### src/rtl/mvc_pkg.sv
package mvc_pkg;
   typedef enum logic [1:0] {
      MV_IDLE  = 2'd0,
      MV_READ  = 2'd1,
      MV_WRITE = 2'd2
   } mv_state_t;
endpackage

### src/rtl/mvc_addr_gen.sv
module mvc_addr_gen #(
   parameter int ADDR_W       = 24,
   parameter int BASE_W       = 4,
   parameter int DISP_W       = 12,
   parameter bit ZERO_BASE_R0 = 1'b1
) (
   input  logic [BASE_W-1:0] base_id,
   input  logic [ADDR_W-1:0] base_val,
   input  logic [DISP_W-1:0] disp,
   output logic [ADDR_W-1:0] addr
);
   logic [ADDR_W-1:0] base_term;

   generate
      if (ZERO_BASE_R0) begin : g_r0_zero
         assign base_term = (base_id == '0) ? '0 : base_val;
      end else begin : g_r0_plain
         logic unused_id;
         assign unused_id = ^base_id;
         assign base_term = base_val;
      end
   endgenerate

   assign addr = ADDR_W'(base_term + ADDR_W'(disp));
endmodule

### src/rtl/mvc_seq.sv
module mvc_seq
   import mvc_pkg::*;
#(
   parameter int ADDR_W = 24,
   parameter int LEN_W  = 8
) (
   input  logic              clk,
   input  logic              rst_n,
   input  logic              go,
   input  logic [ADDR_W-1:0] dst_in,
   input  logic [ADDR_W-1:0] src_in,
   input  logic [LEN_W-1:0]  len_in,
   output logic              mem_req,
   output logic              mem_we,
   output logic [ADDR_W-1:0] mem_addr,
   output logic [7:0]        mem_wdata,
   input  logic [7:0]        mem_rdata,
   input  logic              mem_ready,
   output logic              busy,
   output logic              done
);
   mv_state_t         state_q;
   logic [ADDR_W-1:0] src_q, dst_q;
   logic [LEN_W-1:0]  cnt_q;
   logic [7:0]        data_q;
   logic              done_q;

   always_ff @(posedge clk) begin
      if (!rst_n) begin
         state_q <= MV_IDLE;
         src_q   <= '0;
         dst_q   <= '0;
         cnt_q   <= '0;
         data_q  <= '0;
         done_q  <= 1'b0;
      end else begin
         done_q <= 1'b0;
         unique case (state_q)
            MV_IDLE: if (go) begin
               src_q   <= src_in;
               dst_q   <= dst_in;
               cnt_q   <= len_in;
               state_q <= MV_READ;
            end
            MV_READ: if (mem_ready) begin
               data_q  <= mem_rdata;
               state_q <= MV_WRITE;
            end
            MV_WRITE: if (mem_ready) begin
               if (cnt_q == '0) begin
                  state_q <= MV_IDLE;
                  done_q  <= 1'b1;
               end else begin
                  cnt_q   <= cnt_q - 1'b1;
                  src_q   <= src_q + 1'b1;
                  dst_q   <= dst_q + 1'b1;
                  state_q <= MV_READ;
               end
            end
            default: state_q <= MV_IDLE;
         endcase
      end
   end

   assign mem_req   = (state_q != MV_IDLE);
   assign mem_we    = (state_q == MV_WRITE);
   assign mem_addr  = (state_q == MV_WRITE) ? dst_q : src_q;
   assign mem_wdata = data_q;
   assign busy      = (state_q != MV_IDLE);
   assign done      = done_q;

   // both pointers step by one after each accepted write
   assert_step_R5: assert property (@(posedge clk) disable iff (!rst_n)
      (state_q == MV_WRITE && mem_ready && cnt_q != '0)
      |=> (src_q == ADDR_W'($past(src_q) + 1'b1)) && (dst_q == ADDR_W'($past(dst_q) + 1'b1)));

   // a read is always followed by the write of that byte
   assert_alternate_R5: assert property (@(posedge clk) disable iff (!rst_n)
      (state_q == MV_READ && mem_ready) |=> (state_q == MV_WRITE));

   // a running move never reloads its remaining count upward
   assert_no_reload_R8: assert property (@(posedge clk) disable iff (!rst_n)
      (busy && $past(busy)) |-> (cnt_q <= $past(cnt_q)));

   // held request while the port stalls
   assert_stall_hold_R9: assert property (@(posedge clk) disable iff (!rst_n)
      (mem_req && !mem_ready) |=> (mem_req && $stable(mem_we) && $stable(mem_addr)
                                   && $stable(mem_wdata)));
endmodule

### src/rtl/mvc_move_engine.sv
module mvc_move_engine #(
   parameter int         ADDR_W       = 24,
   parameter int         REG_W        = 32,
   parameter int         LEN_W        = 8,
   parameter int         BASE_W       = 4,
   parameter int         DISP_W       = 12,
   parameter int         OP_W         = 8,
   parameter logic [7:0] OPCODE       = 8'hD2,
   parameter bit         ZERO_BASE_R0 = 1'b1,
   localparam int        INSTR_W      = OP_W + LEN_W + 2 * (BASE_W + DISP_W)
) (
   input  logic               clk,
   input  logic               rst_n,
   input  logic               start,
   input  logic [INSTR_W-1:0] instr,
   output logic [BASE_W-1:0]  rsel_dst,
   output logic [BASE_W-1:0]  rsel_src,
   input  logic [REG_W-1:0]   rval_dst,
   input  logic [REG_W-1:0]   rval_src,
   output logic               mem_req,
   output logic               mem_we,
   output logic [ADDR_W-1:0]  mem_addr,
   output logic [7:0]         mem_wdata,
   input  logic [7:0]         mem_rdata,
   input  logic               mem_ready,
   output logic               busy,
   output logic               done
);
   localparam int OP_LSB  = INSTR_W - OP_W;
   localparam int LEN_LSB = OP_LSB - LEN_W;
   localparam int FLD_W   = BASE_W + DISP_W;

   generate
      if (ADDR_W >= REG_W) begin : g_bad_addr
         $error("ADDR_W must be narrower than REG_W");
      end
      if (DISP_W >= ADDR_W) begin : g_bad_disp
         $error("DISP_W must be narrower than ADDR_W");
      end
      if (OP_W != 8) begin : g_bad_op
         $error("OP_W must be 8");
      end
   endgenerate

   logic [OP_W-1:0]   opcode;
   logic [LEN_W-1:0]  len_code;
   logic [BASE_W-1:0] base_f [2];
   logic [DISP_W-1:0] disp_f [2];
   logic [REG_W-1:0]  rval_f [2];
   logic [ADDR_W-1:0] eff_f  [2];
   logic              go;
   logic              unused_hi;

   assign opcode   = instr[OP_LSB +: OP_W];
   assign len_code = instr[LEN_LSB +: LEN_W];
   assign rval_f[0] = rval_dst;
   assign rval_f[1] = rval_src;
   assign unused_hi = ^{rval_dst[REG_W-1:ADDR_W], rval_src[REG_W-1:ADDR_W]};

   genvar g;
   generate
      for (g = 0; g < 2; g++) begin : g_opnd
         localparam int LSB = (1 - g) * FLD_W;
         assign base_f[g] = instr[LSB + DISP_W +: BASE_W];
         assign disp_f[g] = instr[LSB +: DISP_W];
         mvc_addr_gen #(
            .ADDR_W(ADDR_W), .BASE_W(BASE_W), .DISP_W(DISP_W),
            .ZERO_BASE_R0(ZERO_BASE_R0)
         ) u_agen (
            .base_id (base_f[g]),
            .base_val(rval_f[g][ADDR_W-1:0]),
            .disp    (disp_f[g]),
            .addr    (eff_f[g])
         );
      end
   endgenerate

   assign rsel_dst = base_f[0];
   assign rsel_src = base_f[1];
   assign go       = start && (opcode == OPCODE);

   mvc_seq #(.ADDR_W(ADDR_W), .LEN_W(LEN_W)) u_seq (
      .clk      (clk),
      .rst_n    (rst_n),
      .go       (go),
      .dst_in   (eff_f[0]),
      .src_in   (eff_f[1]),
      .len_in   (len_code),
      .mem_req  (mem_req),
      .mem_we   (mem_we),
      .mem_addr (mem_addr),
      .mem_wdata(mem_wdata),
      .mem_rdata(mem_rdata),
      .mem_ready(mem_ready),
      .busy     (busy),
      .done     (done)
   );

   // a foreign opcode leaves the engine idle
   assert_bad_op_R2: assert property (@(posedge clk) disable iff (!rst_n)
      (!busy && start && opcode != OPCODE) |=> !busy);

   // done is a single-cycle pulse with busy already low
   assert_done_pulse_R7: assert property (@(posedge clk) disable iff (!rst_n)
      done |=> !done);
   assert_done_idle_R7: assert property (@(posedge clk) disable iff (!rst_n)
      done |-> !busy);

   // an accepted start raises busy on the next cycle
   assert_start_busy_R7: assert property (@(posedge clk) disable iff (!rst_n)
      (!busy && go) |=> busy);
endmodule

### config.mk
export PLATFORM = sky130hd
export DESIGN_NAME = mvc_move_engine
export DESIGN_NICKNAME = d
export VERILOG_FILES = /design/src/rtl/mvc_pkg.sv /design/src/rtl/mvc_addr_gen.sv /design/src/rtl/mvc_seq.sv /design/src/rtl/mvc_move_engine.sv
export SDC_FILE = /design/constraint.sdc
export NUM_CORES = 1
export LEC_CHECK = 0
export ABC_AREA = 1
export BUFFER_PORTS_ARGS = -buffer_cell sky130_fd_sc_hd__buf_2
export CORE_MARGIN = 2
export CORE_UTILIZATION = 35
export CTS_BUF_LIST = sky130_fd_sc_hd__clkbuf_4 sky130_fd_sc_hd__clkbuf_8
export CTS_CLUSTER_SIZE = 40
export DETAILED_ROUTE_END_ITERATION = 10
export SYNTH_ARGS = -nofsm -noshare
export SYNTH_HDL_FRONTEND = slang
export SYNTH_SLANG_ARGS = --single-unit
export TNS_END_PERCENT = 1
### constraint.sdc
create_clock -name clk -period 2.46 [get_ports clk]
set_input_delay 0.369 -clock clk [delete_from_list [all_inputs] [get_ports clk]]
set_output_delay 0.369 -clock clk [all_outputs]
set_load 0.1 [all_outputs]
==> results.py <==
metrics = {
    "setup_path": {
        "worstSetupEndpointType": "output pin",
        "cp_max_fo": 20,
        "crit_path_start_kind": "flop",
        "critPathArrivalTime_ps": 1980,
        "cpPeakStageDelay_ps": 460,
        "path_cells": "nor2_4 -> inv_2 -> buf_4 -> nand2_1 -> o21ai_1 -> buf_12",
        "crit_type": "flop to output pin",
        "crit_slowest_cell": "dfxtp_1",
        "cp.required_ps": 2090,
        "rrSetupSlack_ps": 360,
    },
    "yosys": {
        "synth_top_area_cell": "dfxtp_1",
        "avgSynthCellArea_sq_um": 5.71,
        "synth_seq_cells": 67,
        "yosysTopAreaCellShare_pct": 19.7,
        "synthArstFlopShare_pct": 0,
        "syn_nets": 1345,
        "netlist_area_sq_um": 6800,
        "synth_warnings": 0,
        "synthXorXnorAreaFrac_pct": 3.99,
        "ys_seq_area_share_pct": 19.7,
        "synth_edf_count": 0,
        "ys.flop_type": "dfxtp_1",
        "synthSimpleGateAreaFrac_pct": 37.9,
        "muxShareOfSynthArea_pct": 0,
        "synth_top_family_by_area": "simple AND/OR/NAND/NOR gates",
        "synth_compound_area_share_pct": 18.9,
        "ys_types": 41,
        "netlist_top_cells_area": "dfxtp_1 20%, nand2_1 16%, inv_1 8.9%",
        "synthAdderAreaFrac_pct": 5.74,
        "syn_inst": 1191,
    },
    "detailed_routing": {
        "dr.pass1.iters": 5,
        "drt_wl_total_mm": 20.5,
        "drtIter0Drc": 485,
        "ant_nets": 0,
        "viasPerCell": 4.87,
        "wl_per_cell_um": 12.6,
        "via_count": 7886,
        "drc": 0,
    },
    "cts": {
        "cts_num_sinks": 67,
        "htree_num_levels": 3,
        "cts_made_buffers": 9,
        "cts_tree": "built",
        "clk_pin_slew_worst_paths_ps": 80,
        "clkLatencyLatePin_ps": 360,
        "hold_buffers": 0,
        "post_cts_buffers": 0,
        "cts-root-buf": "clkbuf_8",
        "cts_buffer_depth": 2,
    },
    "layout": {
        "n_fill_cell": 2089,
        "syn2layout_area_growth_pct": 26.3,
        "final_net_count": 1507,
        "layout_common_cells": "282 x nand2_1, 160 x inv_1, 141 x nor2_1",
        "mostFrequentLayoutCell": "nand2_1",
        "layout.cells.non_filler": 1618,
        "antenna_cells": 0,
        "drive_gt1_share_pct": 18.9,
    },
    "sta": {
        "hold-worst-slack_ps": 264,
        "final_hold_viol_count": 0,
        "maxSlewHeadroom_pct": 66.2,
        "rsz0062_at_grt": "yes",
        "tightest_slew_ps": 506,
        "clock.fmax_ghz": 0.425,
        "period_share_pct": 95.7,
        "final.setup_skew_ps": 9.23,
        "period_needed_ps": 2350,
        "maxSlewViolCount": 0,
        "finalSetupViolations": 0,
    },
    "flow_run": {
        "drv_cap": 0,
    },
    "grt": {
        "grt_max_degree": 65,
        "antenna_found_initial": 0,
        "grt.total_usage_pct": 19.6,
        "overflow": 0,
        "grt_pass1_wl_mm": 33.0,
        "grt_pass1_vias": 6848,
    },
    "power": {
        "leakage_nw": 4.07,
        "power_density_nw_per_um2": 379,
        "ir_drop_uv": 213,
        "report.power.total_mw": 3.26,
    },
    "die": {
        "initial_core_util_pct": 36.0,
        "die-height_um": 143,
        "placeableCoreArea_sq_um": 18900,
        "num_io_pins": 168,
        "num_rows": 50,
        "die_area_sq_um": 20600,
        "fp.dieW_um": 143,
    },
    "status": {
        "outcome": "completed",
    },
    "min_path": {
        "hold_class": "input pin to flop",
    },
    "place": {
        "place.port_buffers": 151,
        "post-dp-hpwl_mm": 16.2,
        "post-place-cells": 1602,
        "routabilityCongestion": 0.934,
    },
}
what timing repair did:
item | 4_1_cts | 5_1_grt
gates resized for setup | 0 | 3
hold endpoints to repair | 0 | 0
setup endpoints to repair | 0 | 7
per-layer routing:
metal	track usage, %	part of all wire (%)	up-vias
li1	-	-	4182
met1	28.8	50	3497
met2	30.7	44	195
met3	2.93	5.7	12
met4	2.89	0.69	0
met5	0	0	-
power breakdown:
group	switching, mW	internal (mW)	leakage (nW)
Clock	0.457	0.502	0.103
Sequential	0.0391	1.12	0.540
Combinational	0.700	0.443	3.42
Total	1.20	2.06	4.07
through the flow:
| stage | worst slack [ps] | TNS (ps) | utilization, % | instance area (sq um) |
|---|---|---|---|---|
| global placement | -72.1 | -750 | 44.4 | 8390 |
| CTS | 64.5 | 0 | 45.5 | 8590 |
| global route | -17.4 | -30.4 | 45.5 | 8590 |
| detailed placement | -136 | -1250 | 44.4 | 8390 |
| finish | 107 | 0 | 45.5 | 8590 |
| floorplan | -293 | -4460 | - | 6840 |
area by class of cell:
class / instances / area, sq um / share of cell area, %
repair buffers: 202 / 1540 / 17.9
multi-input cells: 907 / 4570 / 53.2
inverters: 166 / 623 / 7.25
well taps: 260 / 325 / 3.79
flip-flops and latches: 67 / 1340 / 15.6
clock inverters: 5 / 52.6 / 0.611
clock buffers: 11 / 145 / 1.69
path summary, 6_finish.rpt:
path,to,depth (start not counted),startpoint
max,mem_addr[8],6,u_seq.state_q[0]
max reg2reg,u_seq.src_q[16],10,u_seq.src_q[1]
min reg2reg,u_seq.mem_wdata[0],2,u_seq.mem_wdata[0]
min,u_seq.cnt_q[3],3,instr[35]
Yosys cell counts, types with 2 or more instances:
master / number
fa_1: 2
buf_1: 4
nor2_2: 7
dfxtp_1: 67
xnor2_1: 9
o21ai_1: 26
o21a_1: 2
nor3_2: 6
clkbuf_1: 18
nand3_1: 110
nor3b_1: 3
buf_6: 8
a21oi_1: 116
o211ai_1: 4
nand4_1: 17
xor2_1: 22
buf_4: 13
nor4_1: 2
nand2_2: 3
nand2_1: 283
buf_2: 8
a31oi_1: 5
o21bai_1: 2
o21ai_0: 86
inv_2: 5
ha_1: 28
nor2_1: 141
nor3_1: 15
inv_1: 161
nand3b_1: 7
worst max-delay path: cells and delay by family (launching register included):
family / cells / cell delay (ps)
AO/OA/AOI/OAI: 1 / 160
buffers and inverters: 3 / 810
AND/OR/NAND/NOR: 2 / 180
flip-flops: 1 / 460
state kept, by name, indices dropped and copies added (netlist names):
register,cells
u_seq.dst_q,24
u_seq.src_q,24
u_seq.cnt_q,8
u_seq.mem_wdata,8
u_seq.state_q,2
u_seq.done,1
logic make-up (layout without fill, tap and decap cells):
group	count (synthesis)	count (layout)
compound gates	246	246
xor+xnor	31	31
fa+ha+maj	30	30
buf+inv	217	384
flops	67	67
simple gates	600	600
(Power assumes the default switching activity.)
